<file path="config.mk">
export PLATFORM = sky130hd
export DESIGN_NAME = cpu_reset_seq
export DESIGN_NICKNAME = d
export VERILOG_FILES = /design/src/rtl/rst_seq_pkg.sv /design/src/rtl/rst_seq_fsm.sv /design/src/rtl/rst_seq_regs.sv /design/src/rtl/cpu_reset_seq.sv
export SDC_FILE = /design/constraint.sdc
export NUM_CORES = 1
export LEC_CHECK = 0
export ABC_AREA = 1
export ABC_CLOCK_PERIOD_IN_PS = 3750
export BUFFER_PORTS_ARGS = -buffer_cell sky130_fd_sc_hd__buf_4
export CAP_MARGIN = 10
export CORE_MARGIN = 2
export CORE_UTILIZATION = 47
export DETAILED_ROUTE_END_ITERATION = 8
export GPL_TIMING_DRIVEN = 0
export PLACE_DENSITY = 0.82
export RECOVER_POWER = 25
export SETUP_SLACK_MARGIN = 0.4
export SLEW_MARGIN = 0
export SYNTH_ARGS = -nofsm -noshare
export SYNTH_HDL_FRONTEND = slang
export SYNTH_SLANG_ARGS = --single-unit
</file>
<file path="constraint.sdc">
create_clock -name clk -period 3.75 [get_ports clk]
set_clock_uncertainty 0.15 [all_clocks]
set_input_delay 0.375 -clock clk [delete_from_list [all_inputs] [get_ports clk]]
set_output_delay 0.375 -clock clk [all_outputs]
set_load 0.02 [all_outputs]
</file>
<file path="src/rtl/rst_seq_pkg.sv">
// Package: shared state encoding and status-register layout for the reset
// sequencer. Assumes a 16-bit status register with supervisor, trace, master
// and interrupt-mask fields at the positions the core decodes.
package rst_seq_pkg;

    typedef enum logic [2:0] {
        SQ_RESET,
        SQ_BUSREQ,
        SQ_RD_SP,
        SQ_RD_PC,
        SQ_START,
        SQ_WINDOW,
        SQ_RUN,
        SQ_HALT
    } seq_state_t;

    localparam int SR_W       = 16;
    localparam int SR_T_BIT   = 15;
    localparam int SR_S_BIT   = 13;
    localparam int SR_M_BIT   = 12;
    localparam int SR_IPL_LSB = 8;
    localparam int SR_IPL_W   = 3;

    // Builds the status word the core sees right after reset.
    function automatic logic [SR_W-1:0] sr_reset_value();
        logic [SR_W-1:0] v;
        v = '0;
        v[SR_S_BIT] = 1'b1;
        v[SR_T_BIT] = 1'b0;
        v[SR_M_BIT] = 1'b0;
        v[SR_IPL_LSB +: SR_IPL_W] = '1;
        return v;
    endfunction

endpackage

</file>
<file path="src/rtl/rst_seq_fsm.sv">
// Module: control state machine of the reset sequencer. It walks through the
// bus request, the two vector reads and the start pulse, and then watches for
// faults that force the sticky halt. Assumes that all inputs are synchronous to
// clk and that rst_n is sampled synchronously (active low).
module rst_seq_fsm
    import rst_seq_pkg::*;
#(
    parameter int ADDR_W      = 32,
    parameter logic [ADDR_W-1:0] SP_ADDR = '0,
    parameter int WORD_BYTES  = 4
) (
    input  logic              clk,
    input  logic              rst_n,
    input  logic              bus_grant,
    input  logic              read_valid,
    input  logic              read_err,
    input  logic              first_insn_done,
    input  logic              fault_in,
    input  logic              exc_active,
    output logic              bus_req,
    output logic              read_req,
    output logic [ADDR_W-1:0] read_addr,
    output logic              ssp_load,
    output logic              pc_load,
    output logic              core_start,
    output logic              halted
);

    localparam logic [ADDR_W-1:0] PC_ADDR = SP_ADDR + ADDR_W'(WORD_BYTES);

    seq_state_t state_q, state_d;

    // Next-state decision: error and fault checks take priority over progress.
    always_comb begin
        state_d = state_q;
        unique case (state_q)
            SQ_RESET:  state_d = SQ_BUSREQ;
            SQ_BUSREQ: if (bus_grant) state_d = SQ_RD_SP;
            SQ_RD_SP:  if (read_err) state_d = SQ_HALT;
                       else if (read_valid) state_d = SQ_RD_PC;
            SQ_RD_PC:  if (read_err) state_d = SQ_HALT;
                       else if (read_valid) state_d = SQ_START;
            SQ_START:  state_d = fault_in ? SQ_HALT : SQ_WINDOW;
            SQ_WINDOW: if (fault_in) state_d = SQ_HALT;
                       else if (first_insn_done) state_d = SQ_RUN;
            SQ_RUN:    if (fault_in && exc_active) state_d = SQ_HALT;
            SQ_HALT:   state_d = SQ_HALT;
            default:   state_d = SQ_RESET;
        endcase
    end

    // State register: reset aborts whatever step is in progress.
    always_ff @(posedge clk) begin
        if (!rst_n) state_q <= SQ_RESET;
        else        state_q <= state_d;
    end

    // Output decode from the registered state.
    always_comb begin
        read_req   = (state_q == SQ_RD_SP) || (state_q == SQ_RD_PC);
        bus_req    = read_req || (state_q == SQ_BUSREQ);
        read_addr  = (state_q == SQ_RD_PC) ? PC_ADDR : SP_ADDR;
        core_start = (state_q == SQ_START);
        halted     = (state_q == SQ_HALT);
        ssp_load   = (state_q == SQ_RD_SP) && read_valid && !read_err;
        pc_load    = (state_q == SQ_RD_PC) && read_valid && !read_err;
    end

    AST_RESET_RELEASES_BUS: assert property (@(posedge clk)
        !rst_n |=> (!bus_req && !read_req && !halted && !core_start));
    AST_PC_FOLLOWS_SP: assert property (@(posedge clk) disable iff (!rst_n)
        $rose(state_q == SQ_RD_PC) |-> $past(state_q == SQ_RD_SP) && $past(read_valid));
    AST_START_ONE_CYCLE: assert property (@(posedge clk) disable iff (!rst_n)
        core_start |=> !core_start);
    AST_READ_ERR_HALTS: assert property (@(posedge clk) disable iff (!rst_n)
        (read_req && read_err) |=> halted);
    AST_HALT_STICKY: assert property (@(posedge clk) disable iff (!rst_n)
        halted |=> halted);
    AST_WAIT_STEADY: assert property (@(posedge clk) disable iff (!rst_n)
        (read_req && !read_valid && !read_err) |=> (read_req && $stable(read_addr)));

endmodule

</file>
<file path="src/rtl/rst_seq_regs.sv">
// Module: architectural registers that the reset sequence initializes or loads:
// status, vector base, supervisor stack pointer, program counter and the
// attached-memory enables. Assumes the load strobes come from the sequencer FSM.
module rst_seq_regs
    import rst_seq_pkg::*;
#(
    parameter int DATA_W  = 32,
    parameter int NUM_MEM = 2
) (
    input  logic              clk,
    input  logic              rst_n,
    input  logic              ssp_load,
    input  logic              pc_load,
    input  logic [DATA_W-1:0] read_data,
    output logic [SR_W-1:0]   sr,
    output logic [DATA_W-1:0] vbr,
    output logic [DATA_W-1:0] ssp,
    output logic [DATA_W-1:0] pc,
    output logic [NUM_MEM-1:0] mem_en
);

    // Status and vector base: forced to defined values on reset, held otherwise.
    always_ff @(posedge clk) begin
        if (!rst_n) begin
            sr  <= sr_reset_value();
            vbr <= '0;
        end else begin
            sr  <= sr;
            vbr <= vbr;
        end
    end

    // Stack pointer and program counter: cleared on reset, loaded from vector reads.
    always_ff @(posedge clk) begin
        if (!rst_n) begin
            ssp <= '0;
            pc  <= '0;
        end else begin
            if (ssp_load) ssp <= read_data;
            if (pc_load)  pc  <= read_data;
        end
    end

    // One enable flop per directly attached memory, disabled by reset.
    for (genvar g = 0; g < NUM_MEM; g++) begin : g_mem
        logic en_q;
        always_ff @(posedge clk) begin
            if (!rst_n) en_q <= 1'b0;
            else        en_q <= en_q;
        end
        assign mem_en[g] = en_q;
    end

    AST_SR_AFTER_RESET: assert property (@(posedge clk)
        $past(!rst_n) |-> (sr[SR_S_BIT] && !sr[SR_T_BIT] && !sr[SR_M_BIT]
                           && (&sr[SR_IPL_LSB +: SR_IPL_W])));
    AST_MEM_OFF_AFTER_RESET: assert property (@(posedge clk)
        $past(!rst_n) |-> (mem_en == '0 && vbr == '0));

endmodule

</file>
<file path="src/rtl/cpu_reset_seq.sv">
// Module: top of the processor reset and double-fault halt sequencer. It joins
// the control FSM and the architectural register block. Assumes a single clock
// domain and a synchronous active-low reset.
module cpu_reset_seq
    import rst_seq_pkg::*;
#(
    parameter int ADDR_W  = 32,
    parameter int DATA_W  = 32,
    parameter int NUM_MEM = 2,
    parameter logic [ADDR_W-1:0] SP_VEC_ADDR = '0
) (
    input  logic               clk,
    input  logic               rst_n,
    input  logic               bus_grant,
    input  logic               read_valid,
    input  logic [DATA_W-1:0]  read_data,
    input  logic               read_err,
    input  logic               first_insn_done,
    input  logic               fault_in,
    input  logic               exc_active,
    output logic               bus_req,
    output logic               read_req,
    output logic [ADDR_W-1:0]  read_addr,
    output logic [15:0]        sr,
    output logic [DATA_W-1:0]  vbr,
    output logic [DATA_W-1:0]  ssp,
    output logic [DATA_W-1:0]  pc,
    output logic [NUM_MEM-1:0] mem_en,
    output logic               core_start,
    output logic               halted
);

    localparam int WORD_BYTES = DATA_W / 8;

    logic ssp_load, pc_load;

    rst_seq_fsm #(
        .ADDR_W     (ADDR_W),
        .SP_ADDR    (SP_VEC_ADDR),
        .WORD_BYTES (WORD_BYTES)
    ) u_fsm (
        .clk             (clk),
        .rst_n           (rst_n),
        .bus_grant       (bus_grant),
        .read_valid      (read_valid),
        .read_err        (read_err),
        .first_insn_done (first_insn_done),
        .fault_in        (fault_in),
        .exc_active      (exc_active),
        .bus_req         (bus_req),
        .read_req        (read_req),
        .read_addr       (read_addr),
        .ssp_load        (ssp_load),
        .pc_load         (pc_load),
        .core_start      (core_start),
        .halted          (halted)
    );

    rst_seq_regs #(
        .DATA_W  (DATA_W),
        .NUM_MEM (NUM_MEM)
    ) u_regs (
        .clk       (clk),
        .rst_n     (rst_n),
        .ssp_load  (ssp_load),
        .pc_load   (pc_load),
        .read_data (read_data),
        .sr        (sr),
        .vbr       (vbr),
        .ssp       (ssp),
        .pc        (pc),
        .mem_en    (mem_en)
    );

    AST_WINDOW_FAULT_HALTS: assert property (@(posedge clk) disable iff (!rst_n)
        (core_start && fault_in) |=> halted);

endmodule

</file>
=== Yosys cells after proc, flatten, opt, wreduce, memory -nomap -nowiden ===
Cells that the tools add are included.

* Register bits: 67
* Logic and storage cells: 36
* Output and inout bits: 150
* Input bits: 40

* Reduce and logical (&&, ||, !) cells: 10
* Mux-type cells: 11
* Eq/ne operators: 12

{| class="wikitable"
|+ Operators by type and width
! kind !! count
|-
| 3-bit 2-to-1 mux || 9
|-
| 3-bit case mux with 8 select lines || 1
|-
| 3-bit equality test (second input constant) || 4
|-
| 3-bit inequality test (second input constant) || 3
|-
| 3-bit by 2-bit equality test with 1-bit output (second input constant) || 2
|-
| 1-bit logical AND || 5
|-
| 5-bit AND reduction || 1
|-
| 3-bit by 1-bit equality test with 1-bit output (second input constant) || 1
|-
| 3-bit zero test || 1
|-
| 1-bit logical OR || 2
|-
| 2-bit 2-to-1 mux || 1
|-
| 2-bit by 1-bit inequality test with 1-bit output (second input constant) || 1
|-
| 2-bit inequality test (second input constant) || 1
|-
| 1-bit zero test || 1
|}

=== Depth between registers and ports, before layout ===
Gate-level depths: netlist (run 1).

* Depth in word-level cells: 3
* Depth in mapped cells: 10
* Gate-level depth less buffers: 9

=== By module ===
Synthesis (run 1) repeated with hierarchy kept, for this count alone.

* Cells, all modules: 511
* Area total of the unflattened synthesis: 3490.8 um^2

{| class="wikitable"
|+ Modules (own cells, without submodules)
! module !! cells an instance !! area each (um^2) !! instances !! sequential area each (um^2)
|-
| rst_seq_regs || 425 || 2955.3 || 1 || 1281.2
|-
| rst_seq_fsm || 86 || 535.5 || 1 || 60.1
|}

=== Worst setup path before layout (run 1) ===
No wires, ideal clock.

* Path kind: reg-to-output
* Start: register u_fsm.state_q[2]
* End: output halted
* Buffers on the path: 0
* Required time: 3.225 ns
* Stages on the path, launching flop included: 3
* Arrival time: 1.026 ns
* Slack: 2.199 ns
* Cell sequence: dfxtp_1 inv_4 nor3_1

* Cells in the longest elaborated chain, start to end: 1

{| class="wikitable"
|+ RTL lines
! element !! line !! source
|-
| start, declared || rst_seq_fsm.sv:31 || <nowiki>seq_state_t state_q, state_d;</nowiki>
|-
| start signal, assigned || rst_seq_fsm.sv:55 || <nowiki>else state_q <= state_d;</nowiki>
|-
| 3-bit equality test || rst_seq_fsm.sv:64 || <nowiki>halted = (state_q == SQ_HALT);</nowiki>
|-
| end, declared || cpu_reset_seq.sv:30 || <nowiki>output logic halted</nowiki>
|}

No other way between the ends.

=== Final worst setup path (run 1) ===
* Start: register u_fsm.state_q[2]
* End: output bus_req

* Cells in the longest elaborated chain, start to end: 3
* Elaborated cells on any way between the ends: 5
* Those cells by class: eq/ne (3); reduce/logical (2)

{| class="wikitable"
|+ RTL lines
! element !! line !! source
|-
| 3-bit by 2-bit equality test with 1-bit output || rst_seq_fsm.sv:60 || <nowiki>read_req = (state_q == SQ_RD_SP) || (state_q == SQ_RD_PC);</nowiki>
|-
| 1-bit logical OR || rst_seq_fsm.sv:60 ||
|-
| 1-bit logical OR * || rst_seq_fsm.sv:61 || <nowiki>bus_req = read_req || (state_q == SQ_BUSREQ);</nowiki>
|-
| end, declared || cpu_reset_seq.sv:21 || <nowiki>output logic bus_req,</nowiki>
|}

Every way passes the cells marked *; elsewhere a longest branch is shown, timed or not.

==> summary.md, run 1 <==
After synthesis, flip-flops and latches occupy 41.2% of the total area. The total area inside the core boundary comes to 0.00676 sq mm. For this run, the total global-route usage over all layers was measured as 19.5%. After global routing the overflow that remains totals 0. The worst hold path belongs to the class input pin to flip-flop.

Full die area: 0.00761 sq mm. In this run the deepest clock path goes through 2 buffers. Data arrival at the endpoint of the critical path: 1.68 ns.

Post-CTS timing repair inserted 0 buffers for setup. The highest cell delay on the worst timing path was 0.44 ns. The element type at the critical path start is a flip-flop.

The initial antenna violation count was 0; the horizontal die dimension was 87.2 microns. The tools report the number of buffers inserted for hold repair after clock tree synthesis as 0. Once the clock tree was built, the resizer swapped 0 gates to a different size. After the last flow step, the layout net total stands at 660. The largest total area in the synthesized netlist belongs to sky130_fd_sc_hd__dfxtp_1. The initial core utilization is 48.2%.

The root buffer cell chosen for the clock tree is sky130_fd_sc_hd__clkbuf_8. The logs give 0.910 for the weighted congestion at the end of routability-driven global placement and 120 for the violation count after the first detailed-route iteration. The shortest period the worst path allows came out at 2.20 ns. For the worst setup path, the data required time is 3.22 ns.

In the routed design, unresolved DRC markers number 0. The number of vias per cell after detailed routing works out to 4.27. For the total leakage power, the log shows 2.28 nW.

The worst setup path is captured at an output port. Total via count in the routed design: 3009. The final-report max-slew violation count was 0. TritonCTS built the clock tree. The number of hold violations in the final report was 0; the number of storage elements in the synthesis netlist was 67.

The mean area per synthesized cell was 7.70 sq um; the post-route antenna net violation count was 0. In this run the power density over the cells is 468 mW/mm^2. CTS saw 67 sinks. The number of diodes is 0, and the height of the die is 87.2 microns. The number of different library cells used by synthesis comes to 28. The half-perimeter wire length after detailed placement is 6.10 mm, and the overall routed net length is 7.89 mm.

The top cell type by area accounts for 41.2% of the synthesized area. The number of buffer cells added on primary ports is 107. The placement row count is 30, and the clock buffer count from CTS is 9. The logs give 0.00326 sq mm for the post-synth design cell area and 0.126 ns for the worst hold-check slack. The signal on the critical path passes through clkinvlp_2 -> nand3_1 -> nand2_1 -> inv_1 -> nand2_1 -> buf_4. The synthesized instance count was 423. Period utilization: 58.8%.

Dividing the detail-routed wire length by the instance count gives 11.2 microns. Sorting the synthesized cells by area gives the leading types as sky130_fd_sc_hd__dfxtp_1 41%, sky130_fd_sc_hd__buf_4 19%, sky130_fd_sc_hd__nor2_1 16%, sky130_fd_sc_hd__o21ai_0 7.7%, sky130_fd_sc_hd__buf_6 3.1%. The max-cap violation count was 0. The flow ran to the end, and the final reports show no timing, DRC or antenna violations. The worst vdd rail ir drop was 215 uV. The relative area change from synthesis to final layout was 39.4%; the boundary pin count was 190. Timing would allow up to 0.454 GHz. The slowest stage cell on the critical path is sky130_fd_sc_hd__dfxtp_1. The later-pin clock latency in the skew report was 0.33 ns.

The fraction of layout instances using a drive strength above 1 works out to 32.1%. The total of endpoints with negative setup slack in the final report came out at 0. The first global-routing pass estimated 11.7 mm of wire. The Yosys step of the flow raised 0 warnings. Setup repair after global routing left no endpoint under its margin. Summed over all failing endpoints, the final setup total negative slack is 0 ns.

For this run, the detailed router's first-pass iteration total came to 4. Among the stages of the critical path, the cell type that occurs most often is sky130_fd_sc_hd__nand2_1. In this run the worst path has a maximum fanout of 8. Clock-pin slew was measured on the worst setup and hold paths at 0.08 ns. For the largest net degree at the start of global routing, the log shows 13. The maximum level of the CTS H-tree is 3.

The critical path class was flip-flop to output port. The run gives 2656 as the via count of the first global-routing pass.
==> synthesized netlist by cell type <==
master	number
sky130_fd_sc_hd__nor3_1	2
sky130_fd_sc_hd__nor2_1	135
sky130_fd_sc_hd__buf_4	82
sky130_fd_sc_hd__nand2_8	1
sky130_fd_sc_hd__clkbuf_2	3
sky130_fd_sc_hd__a21oi_1	2
sky130_fd_sc_hd__nand4_1	3
sky130_fd_sc_hd__nor2_8	1
sky130_fd_sc_hd__inv_4	2
sky130_fd_sc_hd__nand3_2	1
sky130_fd_sc_hd__inv_1	12
sky130_fd_sc_hd__o21ai_0	50
sky130_fd_sc_hd__nand2_1	12
sky130_fd_sc_hd__buf_6	9
sky130_fd_sc_hd__nor2_4	1
sky130_fd_sc_hd__o21ai_1	16
sky130_fd_sc_hd__conb_1	2
sky130_fd_sc_hd__nand2_2	2
sky130_fd_sc_hd__clkbuf_1	5
sky130_fd_sc_hd__nand3_4	1
sky130_fd_sc_hd__buf_1	1
sky130_fd_sc_hd__nor2_2	4
sky130_fd_sc_hd__buf_8	1
sky130_fd_sc_hd__buf_2	1
sky130_fd_sc_hd__inv_2	1
sky130_fd_sc_hd__inv_6	1
sky130_fd_sc_hd__nand3_1	5
sky130_fd_sc_hd__dfxtp_1	67
==> sequential cells by signal, summed over array words and instances (netlist names) <==
register and flops:
u_regs.pc 32, u_fsm.state_q 3, u_regs.ssp 32
==> per-layer routing <==
layer  part of all wire, %  GRT usage [%]  vias up
li1                      -              -     1553
met1                    40           21.1     1320
met2                    51           35.3      124
met3                   7.9           7.01       12
met4                   1.4           6.15        0
met5                     0              0        -
==> cells by family (layout without fill, tap and decap cells) <==
| family | count (synthesis) | count (layout) | synth area share, % |
|---|---|---|---|
| and+or+nand+nor | 168 | 168 | 22.2 |
| buffers and inverters | 118 | 240 | 25.9 |
| AOI/OAI and AO/OA | 68 | 68 | 10.5 |
| DFF | 67 | 67 | 41.2 |
| other | 2 | 81 | 0.231 |
==> path summary, 6_finish.rpt <==
path | endpoint | slack [ns] | cells after the start | start
min | u_regs.pc[3]$_SDFFE_PN0P_ | 0.13 | 3 | read_data[3]
max reg2reg | u_fsm.state_q[1]$_SDFFE_PN0P_ | 1.92 | 9 | u_fsm.state_q[2]$_SDFFE_PN0P_
min reg2reg | u_regs.pc[31]$_SDFFE_PN0P_ | 0.33 | 2 | u_regs.pc[31]$_SDFFE_PN0P_
max | bus_req | 1.55 | 6 | u_fsm.state_q[2]$_SDFFE_PN0P_
==> where the power goes <==
group | internal [W] | switching [W]
sequential | 0.000770 | 0.0000313
clock | 0.000372 | 0.000279
combinational | 0.000260 | 0.000410
==> area by class of cell <==
| class | instances | area [sq um] |
|---|---|---|
| fill | 584 | 2220 |
| multi-input combinational | 317 | 1350 |
| sequential | 67 | 1340 |
| buffer | 102 | 774 |
| timing repair buffer | 107 | 691 |
| clock buffer | 9 | 124 |
| tap | 80 | 100 |
| clock inverter | 6 | 88.8 |
| inverter | 16 | 68.8 |
==> critical path: cells and delay by family, from the launching register on <==
kind / cells / cell delay (ns)
simple gates: 3 / 0.33
flops: 1 / 0.44
buf+inv: 3 / 0.57
==> placed cells by master (no fill, tap or decap), drive strengths merged <==
cell / Yosys / layout
buf: 94 / 171
nor2: 141 / 141
conb: 2 / 81
dfxtp: 67 / 67
o21ai: 66 / 66
clkbuf: 8 / 47
inv: 16 / 16
nand2: 15 / 15
nand3: 7 / 7
nand4: 3 / 3
clkinvlp: 0 / 3
nor3: 2 / 2
a21oi: 2 / 2
bufinv: 0 / 2
clkinv: 0 / 1
==> through the flow <==
step                total power [W]  instance area, sq um  util [%]  worst slack [ns]  instances
detailed placement          0.00151                  4460      65.9              2.15        689
finish                      0.00212                  4540      67.1              1.55        704
global route                0.00223                  4540      67.1              1.46        704
global placement            0.00149                  4460      65.9              2.21        689
CTS                         0.00216                  4670      69.1              1.84        704
floorplan                   0.00131                  3550         -              2.20        502
No activity file was read; power rests on OpenSTA's default activity.
==> run 2: changes to the inputs <==
--- a/config.mk
+++ b/config.mk
@@ -6,14 +6,14 @@
 export NUM_CORES = 1
 export LEC_CHECK = 0
 export ABC_AREA = 1
-export ABC_CLOCK_PERIOD_IN_PS = 3750
+export ABC_CLOCK_PERIOD_IN_PS = 2029
 export BUFFER_PORTS_ARGS = -buffer_cell sky130_fd_sc_hd__buf_4
 export CAP_MARGIN = 10
 export CORE_MARGIN = 2
-export CORE_UTILIZATION = 47
+export CORE_UTILIZATION = 44
 export DETAILED_ROUTE_END_ITERATION = 8
 export GPL_TIMING_DRIVEN = 0
-export PLACE_DENSITY = 0.82
+export PLACE_DENSITY = 0.78
 export RECOVER_POWER = 25
 export SETUP_SLACK_MARGIN = 0.4
 export SLEW_MARGIN = 0
==> constraint.sdc (replaced) <==
create_clock -name clk -period 2.03 [get_ports clk]
set_clock_uncertainty 0.15 [all_clocks]
set_input_delay 0.203 -clock clk [delete_from_list [all_inputs] [get_ports clk]]
set_output_delay 0.203 -clock clk [all_outputs]
set_load 0.02 [all_outputs]
==> summary.md, run 2 (synthesis results as in run 1) <==
The logs give 32.8% for the part of the total power dissipated in the clock network and 0 for the total of endpoints with negative setup slack in the final report. Routability-driven placement finished with a final weighted congestion of 0.875. The library cell used most frequently in the layout, excluding fill and tap cells, is sky130_fd_sc_hd__buf_4.

The family of cells with the greatest summed delay on the critical path was flip-flops. The worst vdd rail ir drop is 568 uV, and the post-layout instance count excluding filler cells is 762. The worst setup path is of the flip-flop to output port kind. Cell internal power was estimated by the tool at 0.00301 W. In this run switching power makes up 32.2% of total power. The logs give 190 for the boundary pin count and 1.68 ns for the critical path data required time.

The horizontal die dimension was 90.0 microns; the post-route antenna net violation count was 0. Static timing analysis puts the maximum clock frequency at 0.615 GHz. After layout, the worst path uses 80.1% of the clock period. The first global-routing pass estimated 13.6 mm of wire.

The number of hold violations in the final report is 0. Setup repair after global routing could not meet its margin everywhere. Along the worst path, the maximum fanout reaches 6.

The run gives 1.27 ns as the data arrival at the endpoint of the critical path. Across all hold checks on the routed design, the worst slack comes to 0.0537 ns. After detailed placement, the design holds a cell count of 708.

The initial core utilization is 45.1%, and the violation count after the first detailed-route iteration is 129. The slowest stage of the critical path is the sky130_fd_sc_hd__dfxtp_2 cell. Traced cell by cell, the critical path runs through buf_6 -> nor2_4 -> nand2_2 -> nand2_2 -> inv_2 -> nand2_2 -> buf_6. The final-report max-slew violation count is 0, and the remaining routing DRC violations is 0.

Power spread over the standard cell area amounts to 883 mW/mm^2. TritonCTS built the clock tree. In the final layout, the registers with the most flip-flops are u_regs.pc: 32 flops, u_regs.ssp: 32 flops, u_fsm.state_q: 3 flops. The logs give 5.81 mm for the half-perimeter wire length after detailed placement and 33.6% for the share of power burned in combinational logic. The worst path needs 1.63 ns of the cycle, external delays included. The largest single stage delay on the critical path is 0.32 ns. The tree is rooted in a sky130_fd_sc_hd__clkbuf_8.

The count of clock tree sinks was 67; the total leakage power was 2.46 nW. The full die area came out at 0.00810 sq mm. The relative area change from synthesis to final layout was 54.5%. STA classifies the critical path startpoint as a flip-flop. The height of the die is 90.0 microns, and the total via count in the routed design is 3203. The count of nets after finishing was 698. Entering global routing, the biggest net connects 13 pins. The placement row count was 31. The count of buffer and inverter cells on the critical path was 3.

STA classifies the critical path endpoint as an output port. The max-cap violation count was 0; the clock edge transition at the registers on the reported setup and hold paths was 0.07 ns. The detail-routed net length per standard cell came out at 11.4 microns. The clock buffer count from CTS came out at 9. The sum of overflow across all layers after global routing is 0. For this run, the total global-route usage over all layers was measured as 20.5%.

Clock latency on the worst-skew pair, taken at its later pin, is 0.33 ns. The library cells used most frequently in the layout, excluding fill and tap cells, are 157 x sky130_fd_sc_hd__buf_4, 135 x sky130_fd_sc_hd__nor2_1, 81 x sky130_fd_sc_hd__conb_1. The H-tree was split into 3 levels. Placeable core area: 0.00721 sq mm.

The clock passes through at most 2 buffers. For this run, the detailed router's first-pass iteration total came to 7. For the via count of the first global-routing pass, the log shows 2937.

Dividing the detail-routed via count by the number of cells gives 4.20. The number of diodes is 0, and the fraction of layout instances using a drive strength above 1 is 32.6%. In this run the power spent charging and discharging nets is 0.00143 W.

Summed over all layers, the routed wires come to 8.69 mm. The run finished with clean final reports. Among the stages of the critical path, the cell type that occurs most often is sky130_fd_sc_hd__nand2_2. The number of buffer cells added on primary ports was 107; the post-layout utilization of the core was 69.7%. Summed over all failing endpoints, the final setup total negative slack is 0 ns. The worst min-delay path category was input pin to flip-flop. The initial antenna violation count is 0, and the sequential group share of total power is 33.6%.
-- run 2: cell type report --
class | instances | area, sq um
inverter | 16 | 72.6
fill | 610 | 2180
tap | 99 | 124
timing repair buffer | 145 | 1050
clock buffer | 10 | 128
multi-input combinational | 317 | 1390
clock inverter | 6 | 136
buffer | 102 | 778
sequential | 67 | 1350
-- run 2: worst register-to-register path: stages (launching register included) --
cell and delay, ns:
sky130_fd_sc_hd__dfxtp_2 0.32, sky130_fd_sc_hd__buf_6 0.13, sky130_fd_sc_hd__buf_4 0.14, sky130_fd_sc_hd__nand3_4 0.10, sky130_fd_sc_hd__nand2_4 0.05, sky130_fd_sc_hd__buf_4 0.13
sky130_fd_sc_hd__nand2_2 0.07, sky130_fd_sc_hd__nand2_1 0.07, sky130_fd_sc_hd__nor2_1 0.15, sky130_fd_sc_hd__nor2_2 0.05, sky130_fd_sc_hd__nand2_1 0.06, sky130_fd_sc_hd__inv_1 0.03
-- run 2: repair_timing --
| action | CTS | global route |
|---|---|---|
| hold buffers | 32 | 0 |
| gates resized for setup | 7 | 10 |
| pin swaps | 3 | 4 |
| setup endpoints to repair | 2 | 5 |
| endpoints found under the hold margin | 63 | 0 |
| setup buffers | 3 | 3 |
-- run 2: final timing paths --
path | startpoint | to | slack [ns] | cells after the start
worst min register to register | u_regs.pc[13]$_SDFFE_PN0P_ | u_regs.pc[13]$_SDFFE_PN0P_ | 0.33 | 2
worst min-delay path | rst_n | u_regs.pc[31]$_SDFFE_PN0P_ | 0.05 | 3
worst max-delay path | u_fsm.state_q[0]$_SDFFE_PN0P_ | bus_req | 0.40 | 7
worst max register to register | u_fsm.state_q[1]$_SDFFE_PN0P_ | u_fsm.state_q[1]$_SDFFE_PN0P_ | 0.48 | 11
-- run 2: through the flow --
stage	power (W)	instance area (sq um)	setup WS, ns
4_1_cts	0.00438	5100	0.366
5_1_grt	0.00465	5030	0.355
3_5_place_dp	0.00279	4480	0.520
2_1_floorplan	0.00242	3550	0.651
3_3_place_gp	0.00276	4480	0.590
6_report	0.00444	5030	0.404
-- run 2: per-layer routing --
| metal | part of all wire, % | up-vias | global-route usage (%) |
|---|---|---|---|
| li1 | - | 1633 | - |
| met1 | 39 | 1398 | 22.5 |
| met2 | 51 | 161 | 37.6 |
| met3 | 8.6 | 11 | 7.80 |
| met4 | 0.78 | 0 | 4.49 |
| met5 | 0 | - | 0 |
-- run 2: power groups by stage --
| stage | clock network [W] | logic, W | registers [W] |
|---|---|---|---|
| after floorplan | 0 | 0.000809 | 0.00161 |
| after global placement | 0 | 0.00125 | 0.00151 |
| after detailed placement | 0 | 0.00127 | 0.00151 |
| after CTS | 0.00149 | 0.00141 | 0.00149 |
| after global routing | 0.00154 | 0.00161 | 0.00150 |
| final | 0.00146 | 0.00149 | 0.00149 |
==> run 3: changes to the inputs <==
--- a/config.mk
+++ b/config.mk
@@ -6,14 +6,14 @@
 export NUM_CORES = 1
 export LEC_CHECK = 0
 export ABC_AREA = 1
-export ABC_CLOCK_PERIOD_IN_PS = 2029
+export ABC_CLOCK_PERIOD_IN_PS = 1450
 export BUFFER_PORTS_ARGS = -buffer_cell sky130_fd_sc_hd__buf_4
 export CAP_MARGIN = 10
 export CORE_MARGIN = 2
-export CORE_UTILIZATION = 44
+export CORE_UTILIZATION = 40
 export DETAILED_ROUTE_END_ITERATION = 8
 export GPL_TIMING_DRIVEN = 0
-export PLACE_DENSITY = 0.78
+export PLACE_DENSITY = 0.74
 export RECOVER_POWER = 25
 export SETUP_SLACK_MARGIN = 0.4
 export SLEW_MARGIN = 0
==> constraint.sdc (replaced) <==
create_clock -name clk -period 1.45 [get_ports clk]
set_clock_uncertainty 0.15 [all_clocks]
set_input_delay 0.145 -clock clk [delete_from_list [all_inputs] [get_ports clk]]
set_output_delay 0.145 -clock clk [all_outputs]
set_load 0.02 [all_outputs]
==> summary.md, run 3 (synthesis results as in run 1) <==
The run finished, with violations left. The final reports fail on hold timing, setup timing. The final critical-path setup slack is -0.165 ns, and the number of buffer cells added on primary ports is 107. The highest cell delay on the worst timing path was 0.33 ns; the worst vdd rail ir drop was 677 uV. The startpoint identified for the worst hold timing path is rst_n.

The critical path class is flip-flop to output port. The routed layout has 3628 vias. Family of cells with the greatest summed delay on the critical path: buffers and inverters. TritonCTS built the clock tree. The worst-path maximum fanout is 6, and the period utilization is 111%.

0 antenna diodes ended up in the layout. STA classifies the critical path endpoint as an output port. Internal power comes to 0.00424 W.

The region available for standard cell placement spans 0.00781 sq mm. In the final timing run, aggregate negative setup slack is -6.56 ns. For the largest net degree at the start of global routing, the log shows 12. The switching power total came out at 0.00229 W. For the post-layout instance count excluding filler cells, the log shows 824.

At the later pin of the worst-skew pair, clock insertion delay measures 0.33 ns. Source of the worst register-to-register timing path: u_fsm.state_q[0]$_SDFFE_PN0P_. After detailed routing, the average wire length per cell comes to 14.5 microns. The clock drives 67 sinks.

The net count of the finished layout is 757. Summed over all cells, the static leakage comes to 3.21 nW. The detailed router finished its first iteration with 98 violations. For the worst hold-check slack, the log shows -0.000239 ns.

The total of endpoints with negative setup slack in the final report came out at 70. Setup repair after global routing could not meet its margin everywhere. For the initial core utilization, the log shows 41.7%. The share of total power dissipated in the clock network is 23.1%. For the initial antenna violation count, the log shows 0. Counting the fill cells in the layout gives 448. In this run, the combinational gates consume 44.1% of the power. The data arrival at the endpoint of the critical path was 1.32 ns; the maximum root-to-sink buffer count was 2. CTS placed an instance of sky130_fd_sc_hd__clkbuf_8 at the clock tree root.

The maximum level of the CTS H-tree is 3, and the count of buffer and inverter cells on the critical path is 4. In the layout the commonest cells are 159 x sky130_fd_sc_hd__buf_4, 94 x sky130_fd_sc_hd__nor2_1, 81 x sky130_fd_sc_hd__conb_1. The boundary pin count is 190. The finished cells cover 0.00660 sq mm. The clock edge transition at the registers on the reported setup and hold paths came out at 0.08 ns. Headroom to the max-slew limit came out at 47.4%. The worst hold path belongs to the class input pin to flip-flop. The critical path starts at u_fsm.state_q[0]$_SDFFE_PN0P_. The switching power as a share of total power is 35.0%, and the global-route wire length before repair is 16.4 mm. The tools report the total cell area at the placement stage as 0.00451 sq mm. Highest metal layer with signal wires: met4. The number of vias per cell after detailed routing came out at 4.40. The HPWL after detailed placement is 6.19 mm. After detailed routing, the number of remaining DRC violations is 0.

The horizontal die dimension is 94.2 microns, and the number of cells after detailed placement is 711. The cell that appears most often on the critical path is sky130_fd_sc_hd__buf_6. The wire length on met1 was 4.36 mm. The shortest period the worst path allows is 1.61 ns, and the weighted congestion at the end of routability-driven global placement is 0.745. After detailed routing, the met3 layer carries 804 microns of wire. The most common library cell in the layout ignoring fill and taps is sky130_fd_sc_hd__buf_4. The first-pass iteration count of the detailed router was 4; the sequential group share of total power was 32.8%.

The tools report the final-report max-slew violation count as 0. After floorplanning, the core was divided into 32 placement rows. Data on the critical path is required at its endpoint by 1.15 ns. Cells fill 84.5% of the core in the end. For the sum of overflow across all layers after global routing, the log shows 0. Full die area: 0.00888 sq mm. The largest registers in the layout are u_regs.pc: 32 flops, u_regs.ssp: 32 flops, u_fsm.state_q: 3 flops. Element type at the critical path start: a flip-flop.

The slowest stage cell on the critical path is sky130_fd_sc_hd__dfxtp_2. Post-route antenna net violation count: 0. The number of hold violations in the final report was 1; the relative area change from synthesis to final layout was 103%. For the pin with the worst max-slew slack, the measured transition is 0.789 ns. The tool flagged a number of max-cap violations equal to 0.

Dividing total power by cell area gives a power density of 990 mW/mm^2. The via count of the first global-routing pass came out at 3376. Walking the worst path, the cells encountered are buf_6 -> buf_6 -> nand3_4 -> buf_4 -> nand2_4 -> buf_6. Summed over all nets, wire length on met2 after detailed routing comes to 6.52 mm. The number of clock buffers added by TritonCTS is 9. The overall routed net length came out at 12.0 mm. The post-route netlist has 60.4% of its cells at a drive strength greater than 1.

The run gives 23.9% as the overall routing resource usage. The run gives 0.619 GHz as the fmax. In this run the vertical extent of the chip is 94.2 microns.
## run 3: tightest hold or removal path: stages
cell and delay, ns:
sky130_fd_sc_hd__buf_2 0.15, sky130_fd_sc_hd__o21ai_0 0.11, sky130_fd_sc_hd__nor2_2 0.05
## run 3: stage by stage
step	total power, W	setup slack, ns	hold slack (ns)
6_report	0.00653	-0.165	-0.000239
5_1_grt	0.00682	-0.205	0.0121
4_1_cts	0.00616	-0.129	-0.0298
3_5_place_dp	0.00397	-0.0500	0.242
3_3_place_gp	0.00395	-0.0229	0.237
2_1_floorplan	0.00344	0.187	0.140
## run 3: path summary, 6_finish.rpt
path,slack [ns],to,cells past startpoint
max,-0.16,read_req,6
min,-0.0002,u_regs.pc[31]$_SDFFE_PN0P_,3
max reg2reg,-0.15,u_regs.pc[22]$_SDFFE_PN0P_,10
min reg2reg,0.34,u_regs.pc[29]$_SDFFE_PN0P_,2
## run 3: per-layer routing
metal  up-vias  track usage, %
met1      1674            25.7
met5         -               0
met3        24            5.70
met2       156            45.7
li1       1774               -
met4         0            7.37
## run 3: timing repair
item	in CTS	in global routing
setup endpoints to repair	136	136
gates cloned	10	0
hold buffers	32	3
endpoints found under the hold margin	64	1
resized for setup	231	83
setup buffers	24	28
pin swaps	16	18
## run 3: area by class of cell
type | instances | area [sq um] | area share (%)
repair buffers | 204 | 2170 | 32.9
clock buffers | 11 | 131 | 1.99
well taps | 102 | 128 | 1.94
flip-flops and latches | 67 | 1420 | 21.6
plain buffers | 102 | 841 | 12.7
clock inverters | 5 | 53.8 | 0.816
multi-input cells | 317 | 1750 | 26.5
inverters | 16 | 101 | 1.54
## run 3: power by group through the flow
stage / Clock, W / Combinational [W] / Sequential, W
after CTS: 0.00150 / 0.00251 / 0.00214
final: 0.00151 / 0.00288 / 0.00214
after global placement: 0 / 0.00183 / 0.00212
after global routing: 0.00161 / 0.00306 / 0.00215
after floorplan: 0 / 0.00117 / 0.00226
after detailed placement: 0 / 0.00184 / 0.00213
